**src/rtl/wdog_pkg.sv**
```systemverilog
package wdog_pkg;

  typedef enum logic [1:0] {
    WA_TIME = 2'd0,
    WA_STAT = 2'd1,
    WA_CTRL = 2'd2,
    WA_RSVD = 2'd3
  } wd_addr_e;

  localparam int unsigned CB_ACT    = 4;
  localparam int unsigned CB_MUTE   = 5;
  localparam int unsigned CB_BOOTOK = 7;
  localparam logic [7:0]  CTRL_KEEP = 8'hB0;

  localparam logic [7:0] ST_NONE  = 8'd0;
  localparam logic [7:0] ST_RST   = 8'd1;
  localparam logic [7:0] ST_PWR   = 8'd2;
  localparam logic [7:0] ST_QUIET = 8'd3;

endpackage

```
**src/rtl/wdog_tick.sv**
```systemverilog
module wdog_tick #(
  parameter int unsigned TICK_CYCLES = 200_000_000
) (
  input  logic clk_i,
  input  logic rst_ni,
  input  logic run_i,
  input  logic restart_i,
  output logic tick_o
);
  localparam int unsigned PW = (TICK_CYCLES > 1) ? $clog2(TICK_CYCLES) : 1;
  localparam logic [PW-1:0] LAST = PW'(TICK_CYCLES - 1);

  logic [PW-1:0] div_q, div_d;

  always_comb begin
    tick_o = run_i && !restart_i && (div_q == LAST);
    if (restart_i || !run_i || tick_o) div_d = '0;
    else                               div_d = div_q + 1'b1;
  end

  always_ff @(posedge clk_i or negedge rst_ni) begin
    if (!rst_ni) div_q <= '0;
    else         div_q <= div_d;
  end

endmodule

```
**src/rtl/wdog_down.sv**
```systemverilog
module wdog_down #(
  parameter int unsigned CNT_W = 8
) (
  input  logic             clk_i,
  input  logic             rst_ni,
  input  logic             load_i,
  input  logic [CNT_W-1:0] load_val_i,
  input  logic             tick_i,
  output logic             armed_o,
  output logic             expire_o
);
  logic [CNT_W-1:0] cnt_q, cnt_d;
  logic             armed_q, armed_d;

  always_comb begin
    expire_o = armed_q && (cnt_q == '0) && !load_i;
    cnt_d    = cnt_q;
    armed_d  = armed_q;
    if (load_i) begin
      cnt_d   = load_val_i;
      armed_d = 1'b1;
    end else if (expire_o) begin
      armed_d = 1'b0;
    end else if (armed_q && tick_i && (cnt_q != '0)) begin
      cnt_d = cnt_q - 1'b1;
    end
  end

  always_ff @(posedge clk_i or negedge rst_ni) begin
    if (!rst_ni) begin
      cnt_q   <= '0;
      armed_q <= 1'b0;
    end else begin
      cnt_q   <= cnt_d;
      armed_q <= armed_d;
    end
  end

  assign armed_o = armed_q;

  AST_COUNT_HOLDS: assert property (@(posedge clk_i) disable iff (!rst_ni)
    (armed_q && cnt_q != '0 && !load_i && !tick_i) |=> (cnt_q == $past(cnt_q)));
  AST_FIRES_ONCE: assert property (@(posedge clk_i) disable iff (!rst_ni)
    (!armed_q && !load_i) |=> !armed_q);
  AST_EXPIRE_DISARMS: assert property (@(posedge clk_i) disable iff (!rst_ni)
    expire_o |=> !expire_o);

endmodule

```
**src/rtl/wdog_retry.sv**
```systemverilog
module wdog_retry
  import wdog_pkg::*;
#(
  parameter int unsigned RETRY_W = 3
) (
  input  logic               clk_i,
  input  logic               rst_ni,
  input  logic               fire_i,
  input  logic               act_i,
  input  logic [RETRY_W-1:0] limit_i,
  input  logic               boot_ok_i,
  input  logic               unplanned_i,
  input  logic               access_i,
  output logic               sys_rst_o,
  output logic               pwr_off_o,
  output logic [7:0]         status_o
);
  localparam logic [RETRY_W-1:0] CMAX = {RETRY_W{1'b1}};

  logic [RETRY_W-1:0] used_q, used_d;
  logic [7:0]         stat_q, stat_d;
  logic               rst_q, pwr_q, take_rst, take_pwr;

  always_comb begin
    take_rst = fire_i && act_i && (used_q < limit_i);
    take_pwr = fire_i && act_i && !(used_q < limit_i);

    used_d = used_q;
    if (boot_ok_i)                                       used_d = '0;
    else if ((take_rst || unplanned_i) && used_q != CMAX) used_d = used_q + 1'b1;

    stat_d = stat_q;
    if (fire_i)        stat_d = take_rst ? ST_RST : (take_pwr ? ST_PWR : ST_QUIET);
    else if (access_i) stat_d = ST_NONE;
  end

  always_ff @(posedge clk_i or negedge rst_ni) begin
    if (!rst_ni) begin
      used_q <= '0;
      stat_q <= ST_NONE;
      rst_q  <= 1'b0;
      pwr_q  <= 1'b0;
    end else begin
      used_q <= used_d;
      stat_q <= stat_d;
      rst_q  <= take_rst;
      pwr_q  <= take_pwr;
    end
  end

  assign sys_rst_o = rst_q;
  assign pwr_off_o = pwr_q;
  assign status_o  = stat_q;

  AST_RST_ONE_CYCLE: assert property (@(posedge clk_i) disable iff (!rst_ni)
    rst_q |=> !rst_q);
  AST_PWR_ONE_CYCLE: assert property (@(posedge clk_i) disable iff (!rst_ni)
    pwr_q |=> !pwr_q);
  AST_OUTS_EXCLUSIVE: assert property (@(posedge clk_i) disable iff (!rst_ni)
    !(rst_q && pwr_q));
  AST_RST_UNDER_BUDGET: assert property (@(posedge clk_i) disable iff (!rst_ni)
    rst_q |-> ($past(used_q) < $past(limit_i)));
  AST_PWR_OVER_BUDGET: assert property (@(posedge clk_i) disable iff (!rst_ni)
    pwr_q |-> ($past(used_q) >= $past(limit_i)));
  AST_STAT_RST: assert property (@(posedge clk_i) disable iff (!rst_ni)
    rst_q |-> (stat_q == ST_RST));
  AST_STAT_PWR: assert property (@(posedge clk_i) disable iff (!rst_ni)
    pwr_q |-> (stat_q == ST_PWR));
  AST_BOOT_CLEARS: assert property (@(posedge clk_i) disable iff (!rst_ni)
    boot_ok_i |=> (used_q == '0));

endmodule

```
**src/rtl/wdog_escalate.sv**
```systemverilog
module wdog_escalate
  import wdog_pkg::*;
#(
  parameter int unsigned TICK_CYCLES = 200_000_000,
  parameter int unsigned RETRY_W     = 3
) (
  input  logic               clk_i,
  input  logic               rst_ni,
  input  logic [1:0]         bus_addr_i,
  input  logic               bus_we_i,
  input  logic [7:0]         bus_wdata_i,
  output logic [7:0]         bus_rdata_o,
  input  logic [RETRY_W-1:0] retry_lim_i,
  input  logic               unplanned_rst_i,
  output logic               sys_rst_o,
  output logic               pwr_off_o
);
  localparam int unsigned DW = 8;

  logic [1:0]    rsync_q;
  logic          rst_sn;
  logic [DW-1:0] time_q, time_d, ctrl_q, ctrl_d, status;
  logic          wr_time, wr_ctrl, boot_ok, act, armed, tick, fire;
  wd_addr_e      addr;

  always_ff @(posedge clk_i or negedge rst_ni) begin
    if (!rst_ni) rsync_q <= 2'b00;
    else         rsync_q <= {rsync_q[0], 1'b1};
  end
  assign rst_sn = rsync_q[1];

  always_comb begin
    addr    = wd_addr_e'(bus_addr_i);
    wr_time = bus_we_i && (addr == WA_TIME);
    wr_ctrl = bus_we_i && (addr == WA_CTRL);
    boot_ok = wr_ctrl && bus_wdata_i[CB_BOOTOK];
    act     = ctrl_q[CB_ACT] && !ctrl_q[CB_MUTE];
    time_d  = wr_time ? bus_wdata_i : time_q;
    ctrl_d  = wr_ctrl ? (bus_wdata_i & CTRL_KEEP) : ctrl_q;
    case (addr)
      WA_TIME: bus_rdata_o = time_q;
      WA_STAT: bus_rdata_o = status;
      WA_CTRL: bus_rdata_o = ctrl_q;
      default: bus_rdata_o = '0;
    endcase
  end

  always_ff @(posedge clk_i or negedge rst_sn) begin
    if (!rst_sn) begin
      time_q <= '0;
      ctrl_q <= '0;
    end else begin
      time_q <= time_d;
      ctrl_q <= ctrl_d;
    end
  end

  wdog_tick #(.TICK_CYCLES(TICK_CYCLES)) tick_i (
    .clk_i(clk_i), .rst_ni(rst_sn), .run_i(armed),
    .restart_i(wr_time), .tick_o(tick)
  );

  wdog_down #(.CNT_W(DW)) down_i (
    .clk_i(clk_i), .rst_ni(rst_sn), .load_i(wr_time),
    .load_val_i(bus_wdata_i), .tick_i(tick),
    .armed_o(armed), .expire_o(fire)
  );

  wdog_retry #(.RETRY_W(RETRY_W)) retry_i (
    .clk_i(clk_i), .rst_ni(rst_sn), .fire_i(fire), .act_i(act),
    .limit_i(retry_lim_i), .boot_ok_i(boot_ok),
    .unplanned_i(unplanned_rst_i), .access_i(bus_we_i),
    .sys_rst_o(sys_rst_o), .pwr_off_o(pwr_off_o), .status_o(status)
  );

  AST_CTRL_MASKED: assert property (@(posedge clk_i) disable iff (!rst_sn)
    wr_ctrl |=> ((ctrl_q & ~CTRL_KEEP) == '0));
  AST_STAT_WRITE_IGNORED: assert property (@(posedge clk_i) disable iff (!rst_sn)
    (bus_we_i && addr == WA_STAT && !fire) |=> (status == ST_NONE));
  AST_NO_ACTION_QUIET: assert property (@(posedge clk_i) disable iff (!rst_sn)
    (fire && !act) |=> (!sys_rst_o && !pwr_off_o));

endmodule

```
**config.mk**
```make
export PLATFORM = sky130hd
export DESIGN_NAME = wdog_escalate
export DESIGN_NICKNAME = d
export VERILOG_FILES = /design/src/rtl/wdog_pkg.sv /design/src/rtl/wdog_tick.sv /design/src/rtl/wdog_down.sv /design/src/rtl/wdog_retry.sv /design/src/rtl/wdog_escalate.sv
export SDC_FILE = /design/constraint.sdc
export NUM_CORES = 1
export LEC_CHECK = 0
export ABC_AREA = 1
export BUFFER_PORTS_ARGS = -buffer_cell sky130_fd_sc_hd__buf_4
export CORE_AREA = 2 2 108 110
export CTS_CLUSTER_SIZE = 14
export DETAILED_ROUTE_END_ITERATION = 10
export DIE_AREA = 0 0 110 112
export MAX_ROUTING_LAYER = met4
export PLACE_DENSITY = 0.43
export SETUP_SLACK_MARGIN = 0.02
export SLEW_MARGIN = 20
export SYNTH_ARGS = -nofsm -noshare
export SYNTH_HDL_FRONTEND = slang
export SYNTH_SLANG_ARGS = --single-unit
```
**constraint.sdc**
```tcl
create_clock -name clk_i -period 1.7 [get_ports clk_i]
set_clock_uncertainty 0.2 [all_clocks]
set_input_delay 0.17 -clock clk_i [delete_from_list [all_inputs] [get_ports clk_i]]
set_output_delay 0.17 -clock clk_i [all_outputs]
set_load 0.1 [all_outputs]
```
==> results.sh <==
export IMPL_hold_end="tick_i.div_q[3]"
export IMPL_areaGrowthSynthToFinish_pct=41.8
export IMPL_placeableCoreArea_sq_um=11200
export IMPL_pin_count=27
export IMPL_cts_num_sinks=57
export IMPL_cp_start_kind="flip-flop"
export IMPL_antenna_found_initial=0
export IMPL_ir_drop_uv=570
export IMPL_power_density_nw_per_um2=1290
export IMPL_fp_row_count=39
export IMPL_reg2reg_slack_ns=-0.01
export IMPL_die_h_um=112
export IMPL_power_leakage_uw=0.00211
export IMPL_dp_hpwl_mm=6.13
export IMPL_syn_instance_count=420
export IMPL_critPathMaxFanout=8
export IMPL_avgSynthCellArea_sq_um=7.73
export IMPL_wl_per_cell_um=12.8
export IMPL_tns_ns=-0.0489
export IMPL_hold_class="primary input to flip-flop"
export IMPL_grt_pass1_vias=2990
export IMPL_synthArstFlopShare=1.00
export IMPL_initial_utilization=0.290
export IMPL_synth_seq_cells=57
export IMPL_worstHoldPathCells=4
export IMPL_num_antenna_cells=0
export IMPL_final_max_slew_violation_count=0
export IMPL_place_gp_congestion=0.870
export IMPL_fin_cells=655
export IMPL_rsz0062_at_grt="true"
export IMPL_cts_made_buffers=9
export IMPL_yosys_warnings=0
export IMPL_synth_fp_nets=444
export IMPL_avgViaCountPerCell=4.43
export IMPL_reg2reg_from="tick_i.div_q[1]"
export IMPL_synth_distinct_cells=33
export IMPL_grt_overflow_total=0
export IMPL_antenna_left=0
export IMPL_seq_area_frac_synth=0.439
export IMPL_firstDrtPassIters=4
export IMPL_dp_worst_setup_slack_ns=-0.0445
export IMPL_wirelength_mm=8.40
export IMPL_htree_levels=3
export IMPL_clkLatencyLatePin_ns=0.33
export IMPL_required_ns=1.72
export IMPL_setup_viol=8
export IMPL_vias=2902
export IMPL_violations="negative setup slack"
export IMPL_fillers=1162
export IMPL_critPathArrivalTime_ns=1.74
export IMPL_cp_end_kind="flip-flop"
export IMPL_drtIter0Drc=65
export IMPL_ys_flop_type="dfrtp_1"
export IMPL_dieArea_sq_um=12300
export IMPL_fp_dieW_um=110
export IMPL_hold_path_startpoint="bus_we_i"
export IMPL_max_clock_path_buffers=2
export IMPL_grt_max_degree=56
export IMPL_path_clk_slew_ns=0.05
export IMPL_remaining_drc_errors=0
export IMPL_setup_slack_ns=-0.0134
export IMPL_hold_viol=0
export IMPL_status="complete, but fails checks"
export IMPL_period_share=1.01
export IMPL_rr_worst_depth=10
export IMPL_nNetsFinal=531
export IMPL_cts_tree="done"
export IMPL_cts_root_buf="clkbuf_16"
export IMPL_finalCriticalPeriod_ns=1.71
export IMPL_grt_pass1_wl_mm=14.2
export IMPL_r2r_end="down_i.cnt_q[7]"
export IMPL_layout_drive_gt1_share=0.287
export IMPL_synth_edf_count=0
export IMPL_syn_area_sq_um=3250
export IMPL_port_buffers=26
export IMPL_maxCapViolations=0
export IMPL_max_freq_mhz=584
export IMPL_dp_cells=620
export IMPL_critPathKind="flip-flop to flip-flop"
export IMPL_grt_usage=0.155
export IMPL_timing_hold_ws_ns=0.0307
[where the power goes]
group	internal, uW	leakage [uW]	total [uW]	switching (uW)
clock network	1460	0.000172	2110	650
registers	1590	0.000751	1740	150
logic	900	0.00118	2070	1170
total	3950	0.00211	5920	1970
[Yosys cell counts, types with 2 or more instances]
cell     number  area, sq um
o21ai_1       2         10.0
nor3b_1       3         22.5
o22ai_1       4         25.0
xor2_1       11         96.3
xnor2_1       7         61.3
nor2_4        5         56.3
nand4_1       9         56.3
nand2_1     106          398
inv_2         2         7.51
dfrtp_1      57         1430
nand2_4       4         45.0
inv_1        56          210
nor3_2        3         30.0
nor3_1       10         50.1
buf_6         2         22.5
o21ai_0      20          100
nand3_1      24          120
nor3b_2       2         25.0
nor2_1       66          248
nor2_2        3         18.8
ha_1          7         87.6
a21oi_1       6         30.0
[per-layer routing]
metal / vias to the layer above / routed length [um] / GRT usage
met5: - / 0 / -
met4: 0 / 159 / 0.0633
met3: 12 / 255 / 0.0345
met2: 41 / 4240 / 0.251
met1: 1353 / 3740 / 0.185
li1: 1496 / - / -
[kinds of logic after synthesis]
logic type	after synthesis	share of synthesized area
flops	57	0.439
compound gates	35	0.0609
xor+xnor	18	0.0486
simple gates	240	0.346
buf+inv	62	0.0767
other cells	1	0.00116
fa+ha+maj	7	0.0270
[flip-flops by register name (all words and copies together) (netlist names)]
| register | count |
|---|---|
| ctrl_q | 3 |
| down_i.armed_o | 1 |
| down_i.cnt_q | 8 |
| retry_i.pwr_off_o | 1 |
| retry_i.status_o | 2 |
| retry_i.sys_rst_o | 1 |
| retry_i.used_q | 3 |
| rsync_q | 2 |
| tick_i.div_q | 28 |
| time_q | 8 |
[cell usage in the layout (no fill, tap or decap), drive strengths merged]
master,n
nand2,111
nor2,74
buf,68
inv,58
dfrtp,57
nand3,25
o21ai,23
nor3,14
dlygate4sd3,12
xor2,11
clkbuf,10
nand4,9
xnor2,7
a21oi,7
ha,7
nor3b,5
o22ai,4
bufinv,3
clkinv,3
or2,1
nand3b,1
o21bai,1
conb,1
[metrics by stage]
| step | total power (uW) | cell area, sq um | utilization |
|---|---|---|---|
| after global routing | 6320 | 4600 | 0.412 |
| after detailed placement | 3590 | 3940 | 0.353 |
| after CTS | 5840 | 4470 | 0.400 |
| after global placement | 3580 | 3940 | 0.353 |
| final | 5920 | 4600 | 0.412 |
| after floorplan | 2860 | 3270 | - |
[repair_timing]
action,in CTS,in global routing
hold buffers,12,0
pin swaps,6,7
setup buffers,3,4
resized for setup,10,27
endpoints found under the setup margin,37,41
endpoints found under the hold margin,18,0
[final cells by class]
cell class	instances	area (sq um)	area share
Clock buffer	10	239	0.0519
Clock inverter	6	105	0.0228
Inverter	58	218	0.0473
Multi-Input combinational cell	301	1740	0.378
Sequential cell	57	1430	0.310
Tap cell	143	179	0.0389
Timing Repair Buffer	80	693	0.151
[critical path: stages (launching register included)]
cell	delay, ns
dfrtp_1	0.34
ha_2	0.19
nand2_2	0.07
nor2_4	0.14
nand2_4	0.08
nor2_4	0.10
nand3_4	0.14
nand2_8	0.14
nand2_8	0.08
nand2_2	0.07
nand2_1	0.05
[worst max path at each step]
| stage | to | start | depth (start not counted) | slack [ns] |
|---|---|---|---|---|
| final | down_i.cnt_q[7] | tick_i.div_q[1] | 10 | -0.01 |
| after detailed placement | retry_i.used_q[0] | down_i.cnt_q[0] | 9 | -0.04 |
| after global placement | retry_i.used_q[0] | down_i.cnt_q[0] | 9 | -0.08 |
| after CTS | retry_i.used_q[0] | retry_i.used_q[2] | 9 | -0.02 |
| after floorplan | bus_rdata_o[0] | bus_addr_i[0] | 3 | -0.62 |
| after global routing | down_i.cnt_q[5] | tick_i.div_q[1] | 10 | -0.13 |
Note: power is estimated with default switching activity, not from simulation.
